[src/rtl/uirq_pkg.sv]
`timescale 1ns/1ps
// Package: shared register selects and bit positions for the UART interrupt unit.
// Assumes DATA_W of the users is at least MIN_DATA_W so every position fits.
package uirq_pkg;
    typedef enum logic [2:0] {
        SEL_MASK_SET = 3'd0,
        SEL_MASK_CLR = 3'd1,
        SEL_MASK     = 3'd2,
        SEL_STICKY   = 3'd3,
        SEL_RX_LVL   = 3'd4,
        SEL_TX_LVL   = 3'd5,
        SEL_LIVE     = 3'd6
    } reg_sel_e;

    localparam int LV_RX_LVL   = 0;
    localparam int LV_RX_EMPTY = 1;
    localparam int LV_RX_FULL  = 2;
    localparam int LV_TX_EMPTY = 3;
    localparam int LV_TX_FULL  = 4;
    localparam int LV_TX_LVL   = 13;
    localparam int ST_TX_LVL   = 10;
    localparam int FIFO_FLAGS  = 5;

    localparam int NUM_EV = 6;
    // event order: rx overrun, framing, parity, rx timeout, modem, tx overflow
    localparam int EV_POS [NUM_EV] = '{5, 6, 7, 8, 9, 12};

    localparam int MIN_DATA_W = 14;
endpackage

[src/rtl/uirq_live_status.sv]
`timescale 1ns/1ps
// Module: uirq_live_status
// Builds the live FIFO status word from the two fill counts and trigger levels.
// Assumes counts never exceed DEPTH; purely combinational.
module uirq_live_status
    import uirq_pkg::*;
#(
    parameter int DEPTH  = 64,
    parameter int CNT_W  = $clog2(DEPTH + 1),
    parameter int DATA_W = 16
) (
    input  logic [CNT_W-1:0]  rx_count,
    input  logic [CNT_W-1:0]  tx_count,
    input  logic [CNT_W-1:0]  rx_level,
    input  logic [CNT_W-1:0]  tx_level,
    output logic [DATA_W-1:0] live
);
    localparam logic [CNT_W-1:0] FULL_CNT = CNT_W'(DEPTH);

    // Purpose: compare each count against empty, full and its trigger level.
    always_comb begin
        live               = '0;
        live[LV_RX_LVL]    = (rx_count >= rx_level);
        live[LV_RX_EMPTY]  = (rx_count == '0);
        live[LV_RX_FULL]   = (rx_count == FULL_CNT);
        live[LV_TX_EMPTY]  = (tx_count == '0);
        live[LV_TX_FULL]   = (tx_count == FULL_CNT);
        live[LV_TX_LVL]    = (tx_count >= tx_level);
    end
endmodule

[src/rtl/uirq_cfg_regs.sv]
`timescale 1ns/1ps
// Module: uirq_cfg_regs
// Holds the two trigger levels and the interrupt mask. The mask moves only
// through the set and clear selects; its own select is read-only.
// Assumes at most one write per cycle, decoded by the caller.
module uirq_cfg_regs
    import uirq_pkg::*;
#(
    parameter int CNT_W    = 7,
    parameter int DATA_W   = 16,
    parameter int LVL_INIT = 32
) (
    input  logic              clk,
    input  logic              rst_n,
    input  logic              wr_en,
    input  reg_sel_e          sel,
    input  logic [DATA_W-1:0] wdata,
    output logic [CNT_W-1:0]  rx_level,
    output logic [CNT_W-1:0]  tx_level,
    output logic [DATA_W-1:0] mask
);
    localparam logic [CNT_W-1:0] LVL_RST = CNT_W'(LVL_INIT);

    // Purpose: update the mask through the set/clear selects only.
    always_ff @(posedge clk) begin
        if (!rst_n) begin
            mask <= '0;
        end else if (wr_en) begin
            case (sel)
                SEL_MASK_SET: mask <= mask | wdata;
                SEL_MASK_CLR: mask <= mask & ~wdata;
                default:      mask <= mask;
            endcase
        end
    end

    // Purpose: hold the programmable RX and TX trigger levels.
    always_ff @(posedge clk) begin
        if (!rst_n) begin
            rx_level <= LVL_RST;
            tx_level <= LVL_RST;
        end else if (wr_en) begin
            if (sel == SEL_RX_LVL) rx_level <= wdata[CNT_W-1:0];
            if (sel == SEL_TX_LVL) tx_level <= wdata[CNT_W-1:0];
        end
    end
endmodule

[src/rtl/uirq_sticky.sv]
`timescale 1ns/1ps
// Module: uirq_sticky
// Sticky interrupt register: set by live FIFO conditions and event pulses,
// cleared by write-one-to-clear. Setting wins over a clear in the same cycle.
// Assumes event inputs are single-cycle pulses.
module uirq_sticky
    import uirq_pkg::*;
#(
    parameter int DATA_W = 16
) (
    input  logic              clk,
    input  logic              rst_n,
    input  logic              clr_en,
    input  logic [DATA_W-1:0] clr_bits,
    input  logic [DATA_W-1:0] live,
    input  logic [NUM_EV-1:0] events,
    output logic [DATA_W-1:0] sticky
);
    logic [DATA_W-1:0] live_map;
    logic [DATA_W-1:0] ev_map;
    logic [DATA_W-1:0] clr_mask;

    // Purpose: move live bits to their sticky positions (TX trigger relocates).
    always_comb begin
        live_map                    = '0;
        live_map[FIFO_FLAGS-1:0]    = live[FIFO_FLAGS-1:0];
        live_map[ST_TX_LVL]         = live[LV_TX_LVL];
    end

    // Purpose: place each event pulse at its sticky bit.
    always_comb begin
        ev_map = '0;
        for (int i = 0; i < NUM_EV; i++) begin
            ev_map[EV_POS[i]] = ev_map[EV_POS[i]] | events[i];
        end
    end

    assign clr_mask = clr_en ? clr_bits : '0;

    // Purpose: clear written ones, then OR in every new set condition.
    always_ff @(posedge clk) begin
        if (!rst_n) begin
            sticky <= '0;
        end else begin
            sticky <= (sticky & ~clr_mask) | live_map | ev_map;
        end
    end
endmodule

[src/rtl/uart_irq_ctrl.sv]
`timescale 1ns/1ps
// Module: uart_irq_ctrl (top)
// UART interrupt status and mask unit: live FIFO status, sticky interrupt
// register, set/clear mask, level interrupt, and a combinational read port.
// Assumes DATA_W >= uirq_pkg::MIN_DATA_W and counts never above DEPTH.
module uart_irq_ctrl
    import uirq_pkg::*;
#(
    parameter int DEPTH    = 64,
    parameter int CNT_W    = $clog2(DEPTH + 1),
    parameter int DATA_W   = 16,
    parameter int LVL_INIT = 32
) (
    input  logic              clk,
    input  logic              rst_n,
    input  logic [CNT_W-1:0]  rx_count,
    input  logic [CNT_W-1:0]  tx_count,
    input  logic              ev_rx_overrun,
    input  logic              ev_frame_err,
    input  logic              ev_parity_err,
    input  logic              ev_rx_timeout,
    input  logic              ev_modem,
    input  logic              ev_tx_overflow,
    input  logic              reg_wr,
    input  logic [2:0]        reg_addr,
    input  logic [DATA_W-1:0] reg_wdata,
    output logic [DATA_W-1:0] reg_rdata,
    output logic              irq
);
    reg_sel_e          sel;
    logic [CNT_W-1:0]  rx_level_q;
    logic [CNT_W-1:0]  tx_level_q;
    logic [DATA_W-1:0] mask_q;
    logic [DATA_W-1:0] sticky_q;
    logic [DATA_W-1:0] live_w;
    logic [NUM_EV-1:0] ev_vec;

    assign sel    = reg_sel_e'(reg_addr);
    assign ev_vec = {ev_tx_overflow, ev_modem, ev_rx_timeout,
                     ev_parity_err, ev_frame_err, ev_rx_overrun};

    uirq_live_status #(.DEPTH(DEPTH), .CNT_W(CNT_W), .DATA_W(DATA_W)) u_live (
        .rx_count (rx_count),
        .tx_count (tx_count),
        .rx_level (rx_level_q),
        .tx_level (tx_level_q),
        .live     (live_w)
    );

    uirq_cfg_regs #(.CNT_W(CNT_W), .DATA_W(DATA_W), .LVL_INIT(LVL_INIT)) u_cfg (
        .clk      (clk),
        .rst_n    (rst_n),
        .wr_en    (reg_wr),
        .sel      (sel),
        .wdata    (reg_wdata),
        .rx_level (rx_level_q),
        .tx_level (tx_level_q),
        .mask     (mask_q)
    );

    uirq_sticky #(.DATA_W(DATA_W)) u_sticky (
        .clk      (clk),
        .rst_n    (rst_n),
        .clr_en   (reg_wr && (sel == SEL_STICKY)),
        .clr_bits (reg_wdata),
        .live     (live_w),
        .events   (ev_vec),
        .sticky   (sticky_q)
    );

    // Purpose: return the selected register; write-only selects read zero.
    always_comb begin
        case (sel)
            SEL_MASK:   reg_rdata = mask_q;
            SEL_STICKY: reg_rdata = sticky_q;
            SEL_RX_LVL: reg_rdata = DATA_W'(rx_level_q);
            SEL_TX_LVL: reg_rdata = DATA_W'(tx_level_q);
            SEL_LIVE:   reg_rdata = live_w;
            default:    reg_rdata = '0;
        endcase
    end

    assign irq = |(mask_q & sticky_q);
endmodule

[config.mk]
export PLATFORM = sky130hd
export DESIGN_NAME = uart_irq_ctrl
export DESIGN_NICKNAME = d
export VERILOG_FILES = /design/src/rtl/uirq_pkg.sv /design/src/rtl/uirq_live_status.sv /design/src/rtl/uirq_cfg_regs.sv /design/src/rtl/uirq_sticky.sv /design/src/rtl/uart_irq_ctrl.sv
export SDC_FILE = /design/constraint.sdc
export NUM_CORES = 1
export LEC_CHECK = 0
export ABC_AREA = 1
export BUFFER_PORTS_ARGS = -buffer_cell sky130_fd_sc_hd__buf_2
export CAP_MARGIN = 20
export CORE_MARGIN = 2
export CORE_UTILIZATION = 29
export DETAILED_ROUTE_END_ITERATION = 10
export SYNTH_ARGS = -nofsm -noshare
export SYNTH_HDL_FRONTEND = slang
export SYNTH_HIERARCHICAL = 1
export SYNTH_SLANG_ARGS = --single-unit
export TNS_END_PERCENT = 50
[constraint.sdc]
create_clock -name clk -period 1.5 [get_ports clk]
set_input_delay 0.075 -clock clk [delete_from_list [all_inputs] [get_ports clk]]
set_output_delay 0.075 -clock clk [all_outputs]
set_load 0.02 [all_outputs]
==> results.yml, run 1 <==
outcome:
  run_status: "finished with violations"
  violations: "negative setup slack"
cells_and_area:
  nFillCells: 1184
  regArea_um2: 938
  synthToLayoutAreaGrowth_pct: 26.2
  drive_above_1_share: 0.317
  instances_no_fill: 730
  n_antenna_cell: 0
  final_nets: 645
  fin_util: 0.375
  multi_input_comb_area_um2: 2010
sta:
  fin_crit_ns: 1.74
  fin_ws_ns: -0.235
  setup_viol: 3
  hold_violations: 0
  skew_ns: 0.00558
  rsz0062_at_grt: "yes"
  report.final.slew_viol_count: 0
  clock.fmax_mhz: 576
  period_share: 1.16
  tns_ns: -0.438
synth:
  synth_seq_cells: 46
  synth-main-ff-cell: "dfxtp_1"
  yosysTopAreaCell: "dfxtp_1"
  netlist_area_um2: 3230
  syn-instance-count: 510
  synth_cell_type_count: 26
  synth_most_common_cell: "nand2_1"
  async_reset_ff_frac: 0
  yosys-top-cells-count: "161 x nand2_1, 81 x nor2_1, 60 x inv_1"
  syn_area_per_cell_um2: 6.32
  yosysTopAreaCellShare: 0.285
  ys_seq_area_frac: 0.285
  synthTopCellsByArea: "dfxtp_1 29%, nand2_1 19%, nor2_1 9.4%"
  synth_edf_count: 0
  ys_warn_count: 6
clock_network:
  cts_tree: "done"
  cts_max_level: 2
  ctsRootBufferMaster: "clkbuf_8"
  clk_latency_ns: 0.30
  cts.clk_slew.worst_paths_ns: 0.09
  cts_buffers: 5
  clock-sinks: 46
  cts_buffer_depth: 2
setup_path:
  end_kind: "output port"
  worstPathArrival_ns: 1.66
  startpoint_type: "register"
  r2r_cells: 14
  timing.rr.end: "u_sticky/sticky[0]"
  r2r_slack_ns: -0.07
  worstReg2RegStart: "u_cfg/rx_level[2]"
  crit_type: "register to output port"
  crit_fanout: 2
  required_ns: 1.42
die:
  die_area_um2: 12000
  initial_utilization: 0.298
  die-height_um: 109
  die_w_um: 109
  ios: 59
  core_area_um2: 10800
  rows: 38
route:
  ant_nets: 0
  detail_route.first_pass.iterations: 4
  wirelength_um: 9150
  drcViolationCount: 0
  num_vias: 3270
  drtIter0Drc: 121
  routedWlPerCell_um: 12.5
  vias_per_cell: 4.48
grt:
  grt_pass1_wl_um: 14900
  antenna_found_initial: 0
  gr-total-overflow: 0
  grtUsageMet1: 0.201
  grt-busiest-layer: "met2"
  grt_util_met2: 0.274
  use_met3: 0.0243
  grtUsageTotal: 0.158
  grt_max_degree: 27
  grt_pass1_vias: 3168
hold_path:
  min_delay_path_depth: 3
  hold_end: "u_sticky/sticky[8]"
  worstHoldPathType: "primary input to register"
  hold_start: "ev_rx_timeout"
flow_run:
  maxCapViolCount: 0
placed_design:
  gp_congestion: 0.858
  port_buffers: 58
  dp_slack_ns: -0.0256
  dp_hpwl_um: 6800
  placed_cells: 706
power:
  ir_drop_v: 0.000355
  p_leak_nw: 1.99
  powerDensity_nw_per_um2: 680
[critical path: stages (launching register included)]
cell,delay [ns]
dfxtp_2,0.34
inv_2,0.04
ha_4,0.23
nand2_2,0.07
inv_2,0.03
nand2_1,0.04
nand2_1,0.05
nand2_1,0.05
nand2_1,0.06
nand4_1,0.09
nand2_1,0.05
nor2_1,0.09
nand2_1,0.08
buf_6,0.13
[worst max-delay path by stage]
| stage | startpoint | endpoint | slack [ns] |
|---|---|---|---|
| final | u_cfg/rx_level[2] | reg_rdata[0] | -0.24 |
| after global routing | u_cfg/rx_level[0] | reg_rdata[0] | -0.35 |
| after CTS | u_cfg/rx_level[2] | reg_rdata[0] | -0.23 |
| after detailed placement | u_cfg/rx_level[6] | reg_rdata[0] | -0.03 |
| after global placement | u_cfg/rx_level[6] | reg_rdata[0] | 0.01 |
| after floorplan | u_cfg/rx_level[6] | reg_rdata[0] | 0.13 |
[through the flow]
step                      hold slack [ns]  total power, mW  instance area (um^2)
after detailed placement            0.279             1.87                  3630
after global placement              0.277             1.86                  3630
after floorplan                     0.166             1.69                  3260
after global routing              0.00170             2.92                  4070
after CTS                         0.00126             2.75                  3970
final                             0.00219             2.77                  4070
[cell usage in the layout (no fill, tap or decap), drive strengths merged]
master / netlist / final
a21oi: 20 / 20
nor2: 84 / 84
o21ai: 6 / 6
inv: 69 / 69
ha: 14 / 14
clkinvlp: 0 / 1
nand3b: 6 / 6
nor3: 1 / 1
conb: 1 / 10
nand2: 175 / 175
dfxtp: 46 / 46
buf: 24 / 86
nor3b: 2 / 2
nand3: 36 / 36
clkbuf: 3 / 6
clkinv: 0 / 1
dlygate4sd3: 0 / 4
nand4: 23 / 23
[kinds of logic (layout without fill, tap and decap cells)]
family                     count (synthesis)  after routing  synth area share
buffers and inverters                     96            167             0.156
and+or+nand+nor                          327            327             0.451
DFF                                       46             46             0.285
AOI/OAI and AO/OA                         26             26            0.0520
other                                      1             10           0.00116
adders and majority gates                 14             14            0.0543
[per-layer routing]
layer	vias to the layer above	routed length [um]
met4	0	112
met5	-	0
met1	1454	4250
met2	84	4390
met3	11	401
li1	1721	-
[power by group]
group	switching, mW	leakage [nW]	total, mW	internal [mW]
clock network	0.434	0.0472	0.805	0.371
logic	0.385	1.56	0.657	0.273
registers	0.0371	0.380	1.31	1.27
[cell type report]
type	instances	area share
clock inverters	2	0.00307
well taps	140	0.0430
inverters	69	0.0636
clock buffers	6	0.0203
flip-flops and latches	46	0.231
repair buffers	90	0.145
multi-input cells	377	0.495
[repair_timing]
item	CTS	global route
setup endpoints to repair	2	4
endpoints found under the hold margin	4	0
hold buffers	4	0
pin swaps	14	13
buffers inserted	8	4
resized for setup	39	21
(Power assumes the default switching activity.)
==> run 2: changes to the inputs <==
--- a/config.mk
+++ b/config.mk
@@ -8,6 +8,7 @@
 export ABC_AREA = 1
 export BUFFER_PORTS_ARGS = -buffer_cell sky130_fd_sc_hd__buf_2
 export CAP_MARGIN = 20
+export CORE_ASPECT_RATIO = 0.7
 export CORE_MARGIN = 2
 export CORE_UTILIZATION = 29
 export DETAILED_ROUTE_END_ITERATION = 10
==> results.yml, run 2 (synthesized netlist as in run 1, its figures left out) <==
outcome:
  run_status: "finished with violations"
  violations: "negative setup slack"
clock_network:
  ctsRootBufferMaster: "clkbuf_16"
  cts_buffer_depth: 2
  cts_tree: "done"
  clk_latency_ns: 0.29
  cts_max_level: 2
  cts.clk_slew.worst_paths_ns: 0.06
  cts_buffers: 5
  clock-sinks: 46
power:
  powerDensity_nw_per_um2: 767
  power_mw: 3.11
  p_leak_nw: 1.99
  ir_drop_v: 0.000508
die:
  die_w_um: 130
  ios: 59
  initial_utilization: 0.295
  rows: 32
  core_area_um2: 10900
  die_area_um2: 12000
  die-height_um: 92.2
cells_and_area:
  final_nets: 639
  nFillCells: 1176
  mostFrequentLayoutCell: "nand2_1"
  fin_util: 0.371
  n_antenna_cell: 0
  drive_above_1_share: 0.293
  final_cell_mix: "151 x nand2_1, 80 x nor2_1, 56 x buf_2"
  synthToLayoutAreaGrowth_pct: 25.6
  instances_no_fill: 737
route:
  vias_per_cell: 4.47
  wirelength_um: 9390
  ant_nets: 0
  drtIter0Drc: 179
  num_vias: 3297
  drcViolationCount: 0
  detail_route.first_pass.iterations: 4
  routedWlPerCell_um: 12.7
setup_path:
  end_kind: "output port"
  worstPathArrival_ns: 1.63
  crit_type: "register to output port"
  startpoint_type: "register"
  required_ns: 1.42
  crit_fanout: 2
grt:
  grtUsageTotal: 0.165
  grt_max_degree: 17
  grt_pass1_wl_um: 15700
  antenna_found_initial: 0
  grt_pass1_vias: 3255
  gr-total-overflow: 0
placed_design:
  placed_cells: 723
  port_buffers: 58
  gp_congestion: 0.867
  dp_hpwl_um: 7130
sta:
  setup_viol: 2
  rsz0062_at_grt: "yes"
  clock.fmax_mhz: 587
  fin_ws_ns: -0.202
  skew_ns: 0.00901
  hold_violations: 0
  fin_crit_ns: 1.70
  report.final.slew_viol_count: 0
  period_share: 1.13
hold_path:
  worstHoldPathType: "primary input to register"
flow_run:
  maxCapViolCount: 0
[run 2: critical path, stage by stage (launching register included)]
cell and delay [ns]:
dfxtp_2 0.33, inv_2 0.04, ha_4 0.24, nand2_4 0.06, inv_2 0.03, a21oi_2 0.13, nand2_2 0.07, nand4_1 0.08
nand2_1 0.05, nor2_1 0.10, nand2_1 0.07, buf_6 0.13
[run 2: routing by layer]
| layer | global-route usage | wire, um | up-vias |
|---|---|---|---|
| met5 | 0 | 0 | - |
| met4 | 0.0367 | 80 | 0 |
| met3 | 0.0379 | 629 | 10 |
| met2 | 0.257 | 4110 | 99 |
| met1 | 0.230 | 4560 | 1476 |
| li1 | - | - | 1712 |
[run 2: per-stage QoR]
step           setup slack (ns)  area, um^2  hold slack [ns]  TNS, ns
2_1_floorplan             0.132        3260            0.166        0
3_3_place_gp             0.0167        3660            0.273        0
3_5_place_dp            -0.0148        3660            0.273  -0.0148
4_1_cts                  -0.240        3970           0.0199   -0.479
5_1_grt                  -0.323        4050           0.0344   -0.624
6_report                 -0.202        4050           0.0258   -0.374
[run 2: cell type report]
cell class	instances	area, um^2	share of cell area
Clock buffer	7	153	0.0377
Clock inverter	1	8.76	0.00216
Inverter	69	259	0.0639
Multi-Input combinational cell	377	1980	0.490
Sequential cell	46	936	0.231
Tap cell	153	191	0.0472
Timing Repair Buffer	84	520	0.128
[run 2: timing repair]
item	4_1_cts	5_1_grt
hold buffers	4	0
pin swaps	12	11
setup buffers	1	1
gates resized for setup	25	22
hold endpoints to repair	4	0
setup endpoints to repair	2	2
[run 2: worst paths after layout]
| check | startpoint | end | slack, ns | cells after the start |
|---|---|---|---|---|
| min reg2reg | u_sticky/sticky[13] | u_sticky/sticky[13] | 0.45 | 2 |
| min | ev_rx_timeout | u_sticky/sticky[8] | 0.03 | 3 |
| max reg2reg | u_cfg/tx_level[4] | u_sticky/sticky[10] | 0.22 | 8 |
| max | u_cfg/rx_level[5] | reg_rdata[0] | -0.20 | 11 |
[run 2: power by group]
group          total [mW]  switching, mW  internal [mW]
clock                1.18          0.469          0.712
combinational       0.618          0.377          0.241
sequential           1.31         0.0378           1.27
==> run 3: changes to the inputs <==
--- a/config.mk
+++ b/config.mk
@@ -9,9 +9,9 @@
 export BUFFER_PORTS_ARGS = -buffer_cell sky130_fd_sc_hd__buf_2
 export CAP_MARGIN = 20
 export CORE_ASPECT_RATIO = 0.7
-export CORE_MARGIN = 2
 export CORE_UTILIZATION = 29
 export DETAILED_ROUTE_END_ITERATION = 10
+export GPL_ROUTABILITY_DRIVEN = 0
 export SYNTH_ARGS = -nofsm -noshare
 export SYNTH_HDL_FRONTEND = slang
 export SYNTH_HIERARCHICAL = 1
==> results.yml, run 3 (synthesized netlist as in run 1, its figures left out) <==
outcome:
  run_status: "finished with violations"
  violations: "negative setup slack"
clock_network:
  clock-sinks: 46
  cts_buffer_depth: 2
  clk_latency_ns: 0.29
  cts_tree: "done"
  cts_buffers: 5
  cts.clk_slew.worst_paths_ns: 0.07
  cts_max_level: 2
  ctsRootBufferMaster: "clkbuf_16"
power:
  switching_share: 0.275
  p_leak_nw: 2.01
  p_sw_mw: 0.876
  powerDensity_nw_per_um2: 784
  pwr-share-clk: 0.395
  power.share.combinational: 0.193
  ir_drop_v: 0.000542
  p_seq_frac: 0.411
  intPower_mw: 2.30
cells_and_area:
  synthToLayoutAreaGrowth_pct: 25.8
  mostFrequentLayoutCell: "nand2_1"
  nFillCells: 1137
  final_cell_mix: "155 x nand2_1, 81 x nor2_1, 56 x buf_2"
  regArea_um2: 936
  design_area_um2: 4060
  fin_util: 0.383
  multi_input_comb_area_um2: 1950
  n_antenna_cell: 0
  final_nets: 646
  drive_above_1_share: 0.288
die:
  die_w_um: 128
  core_area_um2: 10600
  initial_utilization: 0.305
  ios: 59
  rows: 31
  die_area_um2: 11600
  die-height_um: 90.2
route:
  wirelength_um: 9180
  drtIter0Drc: 177
  vias_per_cell: 4.48
  num_vias: 3309
  ant_nets: 0
  routedWlPerCell_um: 12.4
  detail_route.first_pass.iterations: 5
  drcViolationCount: 0
setup_path:
  timing.rr.end: "u_sticky/sticky[0]"
  required_ns: 1.42
  worstPathArrival_ns: 1.61
  crit_type: "register to output port"
  crit_fanout: 2
  max_stage_delay_ns: 0.33
  startpoint_type: "register"
  cp_cell_sequence: "inv_2 > ha_4 > nand2_2 > inv_2 > a21oi_2 > nand2_2 > nand4_1 > nand2_1 > nor2_1 > nand2_1 > buf_6"
  r2r_cells: 12
  startpoint: "u_cfg/rx_level[5]"
  worst_path_max_delay_cell: "dfxtp_2"
  end_kind: "output port"
  crit_end: "reg_rdata[0]"
  worstReg2RegStart: "u_cfg/rx_level[5]"
  r2r_slack_ns: -0.11
sta:
  fin_crit_ns: 1.68
  hold_violations: 0
  fin_ws_ns: -0.182
  tns_ns: -0.462
  clock.fmax_mhz: 595
  skew_ns: 0.00633
  report.final.slew_viol_count: 0
  rsz0062_at_grt: "yes"
  setup_viol: 3
  period_share: 1.12
grt:
  grtUsageTotal: 0.161
  grt_pass1_vias: 2985
  antenna_found_initial: 0
  gr-total-overflow: 0
  grt_pass1_wl_um: 14700
  grt_max_degree: 18
flow_run:
  maxCapViolCount: 0
hold_path:
  worstHoldPathType: "primary input to register"
placed_design:
  dpl_cell_area_um2: 3630
  dp_hpwl_um: 6930
  port_buffers: 58
  dp_slack_ns: 0.000722
==> run 3: cell types whose count changed in the layout (fill, tap and decap cells not counted), sizes merged <==
cell    change
buf         +7
bufinv      +1
clkinv      -1
==> run 3: routing by layer <==
layer | global-route usage | up-vias | share of wire
met1 | 0.239 | 1499 | 0.51
met2 | 0.248 | 80 | 0.43
met5 | 0 | - | 0
met4 | 0.0255 | 0 | 0.0048
met3 | 0.0238 | 5 | 0.058
li1 | - | 1725 | -
==> run 3: area by class of cell <==
type | count | share of cell area
Clock buffer | 7 | 0.0327
Sequential cell | 46 | 0.231
Clock inverter | 1 | 0.00740
Multi-Input combinational cell | 377 | 0.482
Timing Repair Buffer | 91 | 0.138
Inverter | 69 | 0.0638
Tap cell | 148 | 0.0456
==> run 3: how the worst min path moves through the flow <==
stage / end / start / slack, ns / cells after the start
after floorplan: u_sticky/sticky[14] / reg_wdata[14] / 0.17 / 1
after global placement: u_sticky/sticky[14] / reg_wdata[14] / 0.28 / 2
after detailed placement: u_sticky/sticky[15] / reg_wdata[15] / 0.28 / 2
after CTS: u_sticky/sticky[6] / ev_frame_err / 0.02 / 3
after global routing: u_sticky/sticky[6] / ev_frame_err / 0.02 / 3
final: u_sticky/sticky[6] / ev_frame_err / 0.02 / 3
==> run 3: critical path: cells and delay by family, from the launching register on <==
kind / cells / cell delay, ns
flops: 1 / 0.33
fa+ha+maj: 1 / 0.23
simple gates: 6 / 0.41
buf+inv: 3 / 0.21
compound gates: 1 / 0.13
==> run 3: power by group through the flow <==
stage | sequential, mW | combinational, mW | clock, mW
after CTS | 1.31 | 0.589 | 1.28
after global placement | 1.33 | 0.530 | 0
after global routing | 1.31 | 0.686 | 1.33
final | 1.31 | 0.614 | 1.26
after detailed placement | 1.33 | 0.539 | 0
after floorplan | 1.32 | 0.368 | 0
==> run 3: what timing repair did <==
action,CTS,global route
setup buffers,6,4
pin swaps,16,9
endpoints found under the hold margin,4,0
cloned,0,0
hold buffers,4,0
setup endpoints to repair,2,3
gates resized for setup,30,10
==> run 3: through the flow <==
step	hold slack [ns]	std cells	power [mW]
after global placement	0.276	717	1.86
after floorplan	0.166	519	1.69
after global routing	0.0249	739	3.32
after CTS	0.0218	735	3.17
final	0.0213	739	3.18
after detailed placement	0.277	717	1.87
